### src/rtl/dcs_pkg.sv
package dcs_pkg;
    localparam int PA_W   = 36;
    localparam int CS_W   = 3;
    localparam int ATTR_W = 8;
    localparam int REG_W  = 32;
    localparam int OFF_W  = 8;
    localparam int NIB_W  = 4;
    localparam logic [REG_W-1:0] STD_BASE_MASK = 32'hFF00_000F;
    localparam logic [REG_W-1:0] STD_SIZE_MASK = 32'hFF00_001D;
    localparam logic [REG_W-1:0] CMP_MASK      = 32'hFF8F_0001;
    localparam logic [ATTR_W-1:0] COH_BIT      = 8'h10;

    typedef struct packed {
        logic              en;
        logic              far;
        logic [PA_W-1:0]   base;
        logic [PA_W-1:0]   care;
        logic [CS_W-1:0]   cs;
        logic [ATTR_W-1:0] attr;
    } win_cfg_t;

    function automatic logic [ATTR_W-1:0] cold_nibble(input int idx);
        logic [NIB_W-1:0] n;
        n = ~(NIB_W'(1) << idx);
        return {{(ATTR_W-NIB_W){1'b0}}, n};
    endfunction
endpackage

### src/rtl/dcs_regfile.sv
module dcs_regfile
    import dcs_pkg::*;
#(
    parameter int COMPACT = 0,
    parameter int NWIN    = 4
) (
    input  logic             clk,
    input  logic             rst_n,
    input  logic             we,
    input  logic [OFF_W-1:0] addr,
    input  logic [REG_W-1:0] wdata,
    output logic [REG_W-1:0] rdata,
    output win_cfg_t         cfg_o [NWIN]
);
    logic [REG_W-1:0] rd_w [NWIN];

    for (genvar g = 0; g < NWIN; g++) begin : g_win
        if (COMPACT == 0) begin : g_std
            localparam logic [OFF_W-1:0] BOFF = OFF_W'(8 * g);
            localparam logic [OFF_W-1:0] SOFF = OFF_W'(8 * g + 4);
            logic [REG_W-1:0] base_q;
            logic [REG_W-1:0] size_q;

            always_ff @(posedge clk or negedge rst_n) begin
                if (!rst_n) begin
                    base_q <= '0;
                    size_q <= '0;
                end else if (we) begin
                    if (addr == BOFF) base_q <= wdata & STD_BASE_MASK;
                    if (addr == SOFF) size_q <= wdata & STD_SIZE_MASK;
                end
            end

            always_comb begin
                cfg_o[g].en   = size_q[0];
                cfg_o[g].far  = |base_q[3:0];
                cfg_o[g].base = {base_q[3:0], base_q[31:24], 24'h0};
                cfg_o[g].care = {4'hF, ~size_q[31:24], 24'h0};
                cfg_o[g].cs   = size_q[4:2];
                cfg_o[g].attr = cold_nibble(g);
                if (addr == BOFF)      rd_w[g] = base_q;
                else if (addr == SOFF) rd_w[g] = size_q;
                else                   rd_w[g] = '0;
            end
        end else begin : g_cmp
            localparam logic [OFF_W-1:0] WOFF = OFF_W'(16 * g);
            logic [REG_W-1:0] word_q;
            logic [PA_W-1:0]  low_span;

            always_ff @(posedge clk or negedge rst_n) begin
                if (!rst_n)                   word_q <= '0;
                else if (we && addr == WOFF)  word_q <= wdata & CMP_MASK;
            end

            always_comb begin
                low_span      = (PA_W'(1) << (16 + int'(word_q[19:16]))) - PA_W'(1);
                cfg_o[g].en   = word_q[0];
                cfg_o[g].far  = 1'b0;
                cfg_o[g].base = {4'h0, word_q[31:23], 23'h0};
                cfg_o[g].care = ~low_span;
                cfg_o[g].cs   = CS_W'(g);
                cfg_o[g].attr = '0;
                rd_w[g]       = (addr == WOFF) ? word_q : '0;
            end
        end
    end

    always_comb begin
        rdata = '0;
        for (int i = 0; i < NWIN; i++) rdata = rdata | rd_w[i];
    end
endmodule

### src/rtl/dcs_win_match.sv
module dcs_win_match
    import dcs_pkg::*;
(
    input  logic            en,
    input  logic            far,
    input  logic [PA_W-1:0] base,
    input  logic [PA_W-1:0] care,
    input  logic [PA_W-1:0] addr,
    input  logic            narrow,
    output logic            hit
);
    always_comb begin
        hit = en && !(narrow && far) && ((addr & care) == base);
    end
endmodule

### src/rtl/dcs_pick.sv
module dcs_pick
    import dcs_pkg::*;
#(
    parameter int NWIN = 4
) (
    input  logic [NWIN-1:0]   hits,
    input  logic [CS_W-1:0]   cs_in   [NWIN],
    input  logic [ATTR_W-1:0] attr_in [NWIN],
    output logic              hit,
    output logic [CS_W-1:0]   cs,
    output logic [ATTR_W-1:0] attr
);
    always_comb begin
        hit  = 1'b0;
        cs   = '0;
        attr = '0;
        for (int i = 0; i < NWIN; i++) begin
            if (hits[i] && !hit) begin
                hit  = 1'b1;
                cs   = cs_in[i];
                attr = attr_in[i];
            end
        end
    end
endmodule

### src/rtl/dcs_decoder.sv
module dcs_decoder
    import dcs_pkg::*;
#(
    parameter int COMPACT = 0
) (
    input  logic              clk,
    input  logic              rst_n,
    input  logic              reg_we,
    input  logic [OFF_W-1:0]  reg_addr,
    input  logic [REG_W-1:0]  reg_wdata,
    output logic [REG_W-1:0]  reg_rdata,
    input  logic              look_vld,
    input  logic [PA_W-1:0]   look_addr,
    input  logic              look_narrow,
    input  logic              coh_en,
    output logic              res_vld,
    output logic              res_hit,
    output logic [CS_W-1:0]   res_cs,
    output logic [ATTR_W-1:0] res_attr
);
    localparam int NWIN = (COMPACT != 0) ? 2 : 4;

    win_cfg_t          cfg [NWIN];
    logic [NWIN-1:0]   hits;
    logic [CS_W-1:0]   cs_arr   [NWIN];
    logic [ATTR_W-1:0] attr_arr [NWIN];
    logic              p_hit;
    logic [CS_W-1:0]   p_cs;
    logic [ATTR_W-1:0] p_attr;
    logic [ATTR_W-1:0] coh_or;

    dcs_regfile #(.COMPACT(COMPACT), .NWIN(NWIN)) regs_i (
        .clk   (clk),
        .rst_n (rst_n),
        .we    (reg_we),
        .addr  (reg_addr),
        .wdata (reg_wdata),
        .rdata (reg_rdata),
        .cfg_o (cfg)
    );

    for (genvar g = 0; g < NWIN; g++) begin : g_match
        dcs_win_match match_i (
            .en     (cfg[g].en),
            .far    (cfg[g].far),
            .base   (cfg[g].base),
            .care   (cfg[g].care),
            .addr   (look_addr),
            .narrow (look_narrow),
            .hit    (hits[g])
        );
        assign cs_arr[g]   = cfg[g].cs;
        assign attr_arr[g] = cfg[g].attr;
    end

    dcs_pick #(.NWIN(NWIN)) pick_i (
        .hits    (hits),
        .cs_in   (cs_arr),
        .attr_in (attr_arr),
        .hit     (p_hit),
        .cs      (p_cs),
        .attr    (p_attr)
    );

    assign coh_or = (COMPACT == 0 && coh_en && p_hit) ? COH_BIT : '0;

    always_ff @(posedge clk or negedge rst_n) begin
        if (!rst_n) begin
            res_vld  <= 1'b0;
            res_hit  <= 1'b0;
            res_cs   <= '0;
            res_attr <= '0;
        end else begin
            res_vld  <= look_vld;
            res_hit  <= look_vld && p_hit;
            res_cs   <= look_vld ? p_cs : '0;
            res_attr <= look_vld ? (p_attr | coh_or) : '0;
        end
    end
endmodule

### config.mk
export PLATFORM = sky130hd
export DESIGN_NAME = dcs_decoder
export DESIGN_NICKNAME = d
export VERILOG_FILES = /design/src/rtl/dcs_pkg.sv /design/src/rtl/dcs_regfile.sv /design/src/rtl/dcs_win_match.sv /design/src/rtl/dcs_pick.sv /design/src/rtl/dcs_decoder.sv
export SDC_FILE = /design/constraint.sdc
export NUM_CORES = 1
export LEC_CHECK = 0
export BUFFER_PORTS_ARGS = -buffer_cell sky130_fd_sc_hd__clkbuf_2
export CORE_MARGIN = 4
export CORE_UTILIZATION = 49
export DETAILED_ROUTE_END_ITERATION = 6
export GPL_TIMING_DRIVEN = 0
export PLACE_DENSITY_LB_ADDON = 0.3
export SYNTH_ARGS = -nofsm -noshare
export SYNTH_HDL_FRONTEND = slang
export SYNTH_SLANG_ARGS = --single-unit
### constraint.sdc
create_clock -name clk -period 2.45 [get_ports clk]
set_input_delay 0.49 -clock clk [delete_from_list [all_inputs] [get_ports clk]]
set_output_delay 0.49 -clock clk [all_outputs]
set_load 0.02 [all_outputs]
Yosys cells after proc, flatten, opt, wreduce, memory -nomap -nowiden --
Index checks and enable logic that the tools add are counted.
Word-level totals: flip-flop bits (word level) 109, bits of input ports 82, output and inout bits 45, word-level logic and storage cells 95
Operators by class: equality and inequality tests 11, muxes and demuxes 23, bitwise operators 12, reduce and logical (&&, ||, !) cells 37
Operator list (number):
- 2-to-1 mux 32 bit | 8
- bitwise AND 36 bit | 4
- equality test 36 bit | 4
- OR 32 bit | 3
- equality test 8 x 5 -> 1 bit, second input constant | 4
- inverter 8 bit | 4
- logical AND 1 bit | 17
- equality test 8 x 4 -> 1 bit, second input constant | 2
- 2-to-1 mux 4 bit | 4
- AND reduction 2 bit | 8
- OR reduction 4 bit | 4
- 2-to-1 mux 3 bit | 5
- equality test 8 x 3 -> 1 bit, second input constant | 1
- zero test 8 bit | 1
- 2-to-1 mux 8 bit | 1
- OR 8 x 5 -> 8 bit | 1
- zero test 1 bit | 7
- 2-to-1 mux 5 bit | 1
- 2-to-1 mux 1 bit | 4

Longest topological paths before layout --
Gate-level depths: netlist (run 1).
depth in word-level cells 19, gate-level depth with buffers 8, gate-level depth less buffers 7

By module --
Synthesis (run 1) repeated with hierarchy kept, for this count alone.
Second synthesis, totals: cell total of the unflattened synthesis 1034, area total of the unflattened synthesis 9582.9 um^2
Modules (own cells, without submodules):
- dcs_regfile | times used 1, cells an instance 604, area an instance 6676.4 um^2, sequential area each 2402.3 um^2
- dcs_win_match | times used 4, cells an instance 87, area an instance 536.8 um^2, sequential area each 0.0 um^2
- dcs_decoder | times used 1, cells an instance 27, area an instance 425.4 um^2, sequential area each 325.3 um^2
- dcs_pick | times used 1, cells an instance 55, area an instance 334.1 um^2, sequential area each 0.0 um^2

Worst setup path after synthesis (run 1) --
No wires, ideal clock.
kind input-to-output, from input reg_addr[2], to output reg_rdata[3], arrival time 1.998 ns, required time 1.960 ns, slack -0.038 ns, stages on the path 8, path buffers 3, cells stage by stage buf_2 and3b_1 buf_2 and2_1 clkbuf_1 a222oi_1 o21ai_0 a211o_1
Between the ends: word-level cells in the longest chain between the ends 6, elaborated cells between the ends (all ways) 19, classes of those cells 7 x eq/ne; 8 x mux; 3 x bitwise; 1 x reduce/logical
Ends and longest elaborated chain:
- start: declaration | RTL line dcs_decoder.sv:9 | input logic [OFF_W-1:0] reg_addr,
- equality test 8 x 3 -> 1 bit or equality test 8 x 4 -> 1 bit (tied branches) | RTL line dcs_regfile.sv:42 | else if (addr == SOFF) rd_w[g] = size_q;
- 2-to-1 mux 32 bit | RTL line dcs_regfile.sv:42
- 2-to-1 mux 32 bit | RTL line dcs_regfile.sv:41 | if (addr == BOFF) rd_w[g] = base_q;
- OR 32 bit (2 in a row) | RTL line dcs_regfile.sv:70 | for (int i = 0; i < NWIN; i++) rdata = rdata | rd_w[i];
- OR 32 bit * | RTL line dcs_regfile.sv:70
- end: declaration | RTL line dcs_decoder.sv:11 | output logic [REG_W-1:0] reg_rdata,
Every way passes the cells marked *; elsewhere a longest branch is shown, timed or not.

Worst setup path after layout (run 1) --
from input reg_addr[7], to output reg_rdata[3]
The elaborated chain is that of the path after synthesis.

==> results by group, run 1 <==
Run status
  • Status: finished with violations
  • Violated checks: setup timing

Synth
  • EDFF count, synth: 0
  • Syn Inst Count: 471
  • Synth Register Bits: 106
  • Post-Syn Area: 0.00561 sq mm
  • Average cell area after synthesis: 11.9 sq um
  • Yosys warnings: 0
  • Area contributors post-synth: dfrtp_1 (47%), mux2_2 (19%), xnor2_1 (5.6%)
  • Post-synth top flop: dfrtp_1
  • Post-synthesis sequential area ratio: 47.3%
  • Yosys cell types: 50
  • Yosys top cell by area: dfrtp_1
  • Post-synth top area share: 47.3%
  • Async S/R FF share, synth: 100%

Pwr
  • Pwr/cell area: 538 mW/mm^2
  • Leak: 3.36 nW
  • Peak VDD IR: 0.480 mV

Critical path
  • Critical Path AT: 2.10 ns
  • Reg2Reg Launch Point: regs_i.g_win[2].g_std.base_q[1]
  • Critical Path Max Stage Delay: 0.30 ns
  • Startpoint types: input pin
  • Slack of the worst reg-to-reg path: 0.09 ns
  • WP buf/inv: 4
  • CP max stage cell: a211o_1
  • Worst endpoint required time: 1.96 ns
  • Delay-heaviest family, CP: compound AO/OA/AOI/OAI gates
  • CP Class: input pin to output port
  • Launch point of the worst path: reg_addr[7]
  • Crit-path cells: buf_8 -> nor3_4 -> and3b_2 -> buf_8 -> and2_4 -> clkbuf_16 -> a222oi_1 -> o21ai_1 -> a211o_1 -> clkbuf_8
  • Worst Path Max Fanout: 8
  • CP dominant cell by count: buf_8
  • Kind of end point of the critical path: output port

Route
  • Remaining antenna violation count after routing: 0
  • Initial DRC count: 547
  • Total iterations of the first detailed-routing run: 6
  • Routed WL: 15600 um
  • WL per Instance: 21.3 um
  • Via-to-Cell Ratio: 5.85
  • Vias: 4276
  • DRC Markers: 0

Floorplanning
  • DIE AREA: 0.0132 sq mm
  • Die X: 115 um
  • Row Count: 38
  • Io pins: 127
  • Die Y-Extent: 115 um
  • Core Area: 0.0110 sq mm
  • Initial Utilization: 50.8%

CTS
  • TritonCTS Buffers: 9
  • Clock sinks: 106
  • Clock Tree Buf Depth: 2
  • Clock root cell: clkbuf_16
  • Clock Latency Late Sink: 0.36 ns
  • CTS HTree Levels: 3
  • CTS tree: built
  • Clock-pin slew on the worst setup and hold paths: 0.07 ns

Placed design
  • Placer Congestion: 0.935
  • Placed cell areas: 0.00617 sq mm
  • Final HPWL DP: 10400 um
  • PortBufs: 58

Finish
  • Post-Layout Inst Area: 0.00689 sq mm
  • Most frequent cells in the layout: dfrtp_1 (106), mux2_2 (97), buf_4 (46), clkbuf_2 (41), xnor2_1 (36)
  • Area Growth Syn to Fin: 22.9%
  • Multi-input logic area: 0.00283 sq mm
  • Nets: 668
  • ANT cells: 0
  • Final core utilization: 62.5%
  • Filler cells: 874
  • Reg area: 0.00265 sq mm
  • Most common library cell in the layout ignoring fill and taps: dfrtp_1
  • Share of layout cells above drive strength 1: 43.1%

STA
  • Worst slew pin tran: 0.977 ns
  • Fin crit period: 2.59 ns
  • Final hold vios: 0
  • Fmax: 386 MHz
  • RSZ-0062 raised after global routing: true
  • Number of setup violations in the final report: 12
  • Slew Limit Fails: 0
  • Slew headroom: 34.8%
  • Final period utilization: 106%
  • Post-route setup slack: -0.141 ns
  • Clock skew: 0.00931 ns

GRT
  • Global route total overflow: 0
  • Global-route wire length before repair: 23400 um
  • Antenna violations before repair: 0
  • GRT Util Overall: 23.8%
  • Vias in the first global route: 4187
  • Largest net degree at the start of global routing: 107

Min path
  • HP Class: input pin to asynchronous set/reset pin

Run
  • Max cap viols: 0
## metrics by stage
stage | instances | setup TNS [ns] | hold slack, ns | worst slack (ns) | total power (W)
finish | 731 | -0.959 | 0.250 | -0.141 | 0.00371
global route | 731 | -1.73 | 0.255 | -0.223 | 0.00387
CTS | 719 | -1.15 | 0.252 | -0.142 | 0.00372
detailed placement | 690 | -20.72 | 0.513 | -0.790 | 0.00233
global placement | 690 | -75.49 | 0.510 | -0.819 | 0.00231
floorplan | 492 | 0 | 0.194 | 0.00653 | 0.00216
## Yosys cell counts (2+ instances only)
library cell  number
dfrtp_1          106
mux2_2            97
xnor2_1           36
nor2b_1           35
nand2_1           24
buf_4             23
a222oi_1          15
o21ai_0           12
nand4_1           10
buf_2              8
nor3_1             8
xor2_1             8
a22oi_1            7
clkbuf_1           7
a221oi_1           6
a22o_1             6
nor2_1             6
a211o_1            5
inv_1              5
and2_1             4
o211ai_1           3
o22ai_1            3
a21boi_0           2
a21oi_1            2
buf_1              2
mux2i_1            2
nand2b_1           2
nand3_1            2
nand3b_1           2
nor2_2             2
o41ai_1            2
## worst paths after layout
| check | to | cells after the start |
|---|---|---|
| max | reg_rdata[3] | 10 |
| min | regs_i.g_win[0].g_std.base_q[3] | 1 |
| max reg2reg | res_cs[0] | 6 |
| min reg2reg | regs_i.g_win[1].g_std.size_q[29] | 1 |
| max in group asynchronous | res_hit | 1 |
| min in group clk | res_vld | 1 |
## flip-flops by register name (all words and copies together), names as in the netlist
| signal | cells |
|---|---|
| res_vld | 1 |
| res_attr | 5 |
| res_cs | 3 |
| regs_i.g_win.g_std.base_q | 48 |
| regs_i.g_win.g_std.size_q | 48 |
| res_hit | 1 |
## what timing repair did
| item | 4_1_cts | 5_1_grt |
|---|---|---|
| hold buffers | 0 | 0 |
| pin swaps | 7 | 16 |
| gates cloned | 1 | 0 |
| gates resized for setup | 37 | 42 |
| endpoints found under the setup margin | 13 | 13 |
| buffers inserted | 12 | 12 |
## where the power goes
group | internal [W] | switching (W) | leakage [nW]
Combinational | 0.000203 | 0.000227 | 1.76
Sequential | 0.00183 | 0.0000734 | 1.46
Clock | 0.000744 | 0.000635 | 0.139
Total | 0.00277 | 0.000935 | 3.36
## layer usage
layer / vias to the layer above / part of all wire [%] / global-route usage (%)
met2: 219 / 48 / 37.3
met5: - / 0 / 0
met4: 0 / 2.7 / 9.08
li1: 1903 / - / -
met3: 27 / 9.2 / 7.37
met1: 2127 / 40 / 31.1
## final cells by class
cell class | instances | share of cell area (%)
multi-input cells | 340 | 41.1
flip-flops and latches | 106 | 38.5
repair buffers | 83 | 8.53
plain buffers | 41 | 4.97
clock buffers | 12 | 3.72
well taps | 140 | 2.54
clock inverters | 4 | 0.381
inverters | 5 | 0.272
## kinds of logic after synthesis
| family | share of synthesized area (%) |
|---|---|
| other | 0.0669 |
| AO/OA/AOI/OAI | 9.84 |
| AND/OR/NAND/NOR | 10.8 |
| multiplexers | 19.8 |
| XOR/XNOR | 7.16 |
| buffers and inverters | 4.93 |
| flip-flops | 47.3 |
Note: power is estimated with default switching activity, not from simulation.
==> inputs of run 2 (changes only) <==
--- a/config.mk
+++ b/config.mk
@@ -7,9 +7,9 @@
 export LEC_CHECK = 0
 export BUFFER_PORTS_ARGS = -buffer_cell sky130_fd_sc_hd__clkbuf_2
 export CORE_MARGIN = 4
-export CORE_UTILIZATION = 49
+export CORE_UTILIZATION = 59
 export DETAILED_ROUTE_END_ITERATION = 6
-export GPL_TIMING_DRIVEN = 0
+export GPL_ROUTABILITY_DRIVEN = 1
 export PLACE_DENSITY_LB_ADDON = 0.3
 export SYNTH_ARGS = -nofsm -noshare
 export SYNTH_HDL_FRONTEND = slang
==> constraint.sdc (replaced) <==
create_clock -name clk -period 3 [get_ports clk]
set_input_delay 0.6 -clock clk [delete_from_list [all_inputs] [get_ports clk]]
set_output_delay 0.6 -clock clk [all_outputs]
set_load 0.02 [all_outputs]
==> results by group, run 2 (synthesized netlist as in run 1, its figures left out) <==
GRT
  • Vias in the first global route: 4231
  • GRT Util Overall: 26.8%
  • Global-route wire length before repair: 23000 um
  • Largest net degree at the start of global routing: 57
  • Global route total overflow: 0
  • Antenna violations before repair: 0

Route
  • Initial DRC count: 295
  • Via-to-Cell Ratio: 6.04
  • Routed WL: 14500 um
  • Total iterations of the first detailed-routing run: 7
  • Vias: 4147
  • Remaining antenna violation count after routing: 0
  • WL per Instance: 21.1 um
  • DRC Markers: 0

Finish
  • Most frequent cells in the layout: dfrtp_1 (106), mux2_2 (97), clkbuf_2 (60), xnor2_1 (36), nor2b_1 (35)
  • Share of layout cells above drive strength 1: 38.4%
  • ANT cells: 0
  • Post-Layout Inst Area: 0.00633 sq mm
  • Reg area: 0.00265 sq mm
  • Nets: 636
  • Most common library cell in the layout ignoring fill and taps: dfrtp_1
  • Post-Layout Cell Count: 687
  • Top Registers: regs_i.g_win.g_std.base_q (48), regs_i.g_win.g_std.size_q (48), res_attr (5)
  • Filler cells: 719
  • Multi-input logic area: 0.00276 sq mm
  • Area Growth Syn to Fin: 12.9%

Placed design
  • Post-Place Setup Slack: 0.261 ns
  • PortBufs: 61
  • Final HPWL DP: 10600 um
  • Placer Congestion: 0.963
  • Dpl cells: 672
  • Placed cell areas: 0.00615 sq mm

Floorplanning
  • Initial Utilization: 60.7%
  • Die X: 105 um
  • Row Count: 35
  • DIE AREA: 0.0111 sq mm
  • Io pins: 127
  • Die Y-Extent: 105 um
  • Core Area: 0.00924 sq mm

Critical path
  • Reg2Reg Launch Point: regs_i.g_win[3].g_std.base_q[1]
  • Critical Path AT: 2.18 ns
  • R2r worst-path depth: 5
  • Worst Path Max Fanout: 5
  • CP Class: input pin to output port
  • R2R Path End: res_cs[2]
  • Worst endpoint required time: 2.40 ns
  • Startpoint types: input pin
  • Slack of the worst reg-to-reg path: 0.83 ns
  • Kind of end point of the critical path: output port

Run status
  • Status: finished, final reports clean

CTS
  • Hold_buf cts: 0
  • Clock Tree Buf Depth: 2
  • Clock-pin slew on the worst setup and hold paths: 0.10 ns
  • Post-CTS Setup Bufs: 0
  • Clock sinks: 106
  • CTS HTree Levels: 3
  • TritonCTS Buffers: 9
  • Clock Latency Late Sink: 0.37 ns
  • Post-CTS Resized: 0
  • CTS tree: built
  • Clock root cell: clkbuf_8

STA
  • Slew headroom: 48.2%
  • Number of setup violations in the final report: 0
  • Worst slew pin tran: 0.775 ns
  • RSZ-0062 raised after global routing: false
  • Final TNS setup: 0 ns
  • Clock skew: 0.00671 ns
  • Final period utilization: 92.6%
  • Post-route setup slack: 0.223 ns
  • Fin crit period: 2.78 ns
  • Slew Limit Fails: 0
  • Final hold vios: 0
  • Hold_ws: 0.0790 ns
  • Fmax: 360 MHz

Pwr
  • Pwr/cell area: 423 mW/mm^2
  • Clock Power Share: 30.6%
  • NetSw: 0.000742 W
  • Combinational share of power: 11.6%
  • Int Power: 0.00193 W
  • Peak VDD IR: 0.318 mV
  • Sw frac: 27.7%
  • Leak: 3.11 nW
  • Power share of the sequential group: 57.8%

Run
  • Max cap viols: 0

Min path
  • HP Class: input pin to asynchronous set/reset pin
## run 2: cell count changes in the layout (fill, tap and decap cells not counted), moves of 3 or more
| cell | change |
|---|---|
| clkbuf_2 | +19 |
| buf_4 | -16 |
| buf_2 | -10 |
| clkbuf_16 | -10 |
| buf_6 | -8 |
| buf_8 | -6 |
| o21ai_0 | +5 |
| o21ai_1 | -5 |
| clkbuf_1 | -4 |
| nor2_4 | -4 |
| clkbuf_8 | +3 |
## run 2: cell type report
| cell class | instances | area share [%] |
|---|---|---|
| sequential | 106 | 41.9 |
| multi-input combinational | 340 | 43.6 |
| timing repair buffer | 92 | 8.94 |
| tap | 129 | 2.55 |
| clock buffer | 9 | 1.96 |
| inverter | 5 | 0.297 |
| clock inverter | 6 | 0.791 |
## run 2: through the flow
step	util, %	total power [W]
global route	68.5	0.00279
finish	68.5	0.00268
global placement	66.6	0.00187
detailed placement	66.6	0.00188
CTS	68.5	0.00270
floorplan	-	0.00177
## run 2: layer usage
metal	global-route usage [%]	routed length, um	vias to the layer above
met5	0	0	-
met4	10.0	406	0
met3	4.84	1040	26
met2	44.6	7190	208
met1	34.9	5860	2074
li1	-	-	1839
## run 2: power groups by stage
stage          registers (W)  logic, W  clock network [W]
6_report             0.00155  0.000309           0.000819
5_1_grt              0.00156  0.000338           0.000899
4_1_cts              0.00155  0.000309           0.000841
3_5_place_dp         0.00157  0.000308                  0
3_3_place_gp         0.00157  0.000301                  0
2_1_floorplan        0.00156  0.000208                  0
## run 2: worst max path at each step
stage	slack [ns]	endpoint	start	cells after the start
global placement	0.30	reg_rdata[0]	reg_addr[5]	9
detailed placement	0.26	reg_rdata[24]	reg_addr[5]	9
floorplan	0.29	reg_rdata[3]	reg_addr[2]	8
finish	0.22	reg_rdata[0]	reg_addr[5]	9
CTS	0.25	reg_rdata[0]	reg_addr[5]	9
global route	0.14	reg_rdata[3]	reg_addr[5]	9
## run 2: worst max-delay path, stage by stage
cell and delay, ns:
clkbuf_2 0.11, nor4_2 0.32, buf_4 0.19, nand2_1 0.08, nor2_2 0.22, buf_4 0.23, a22o_1 0.15, a211o_1 0.10
clkbuf_2 0.16
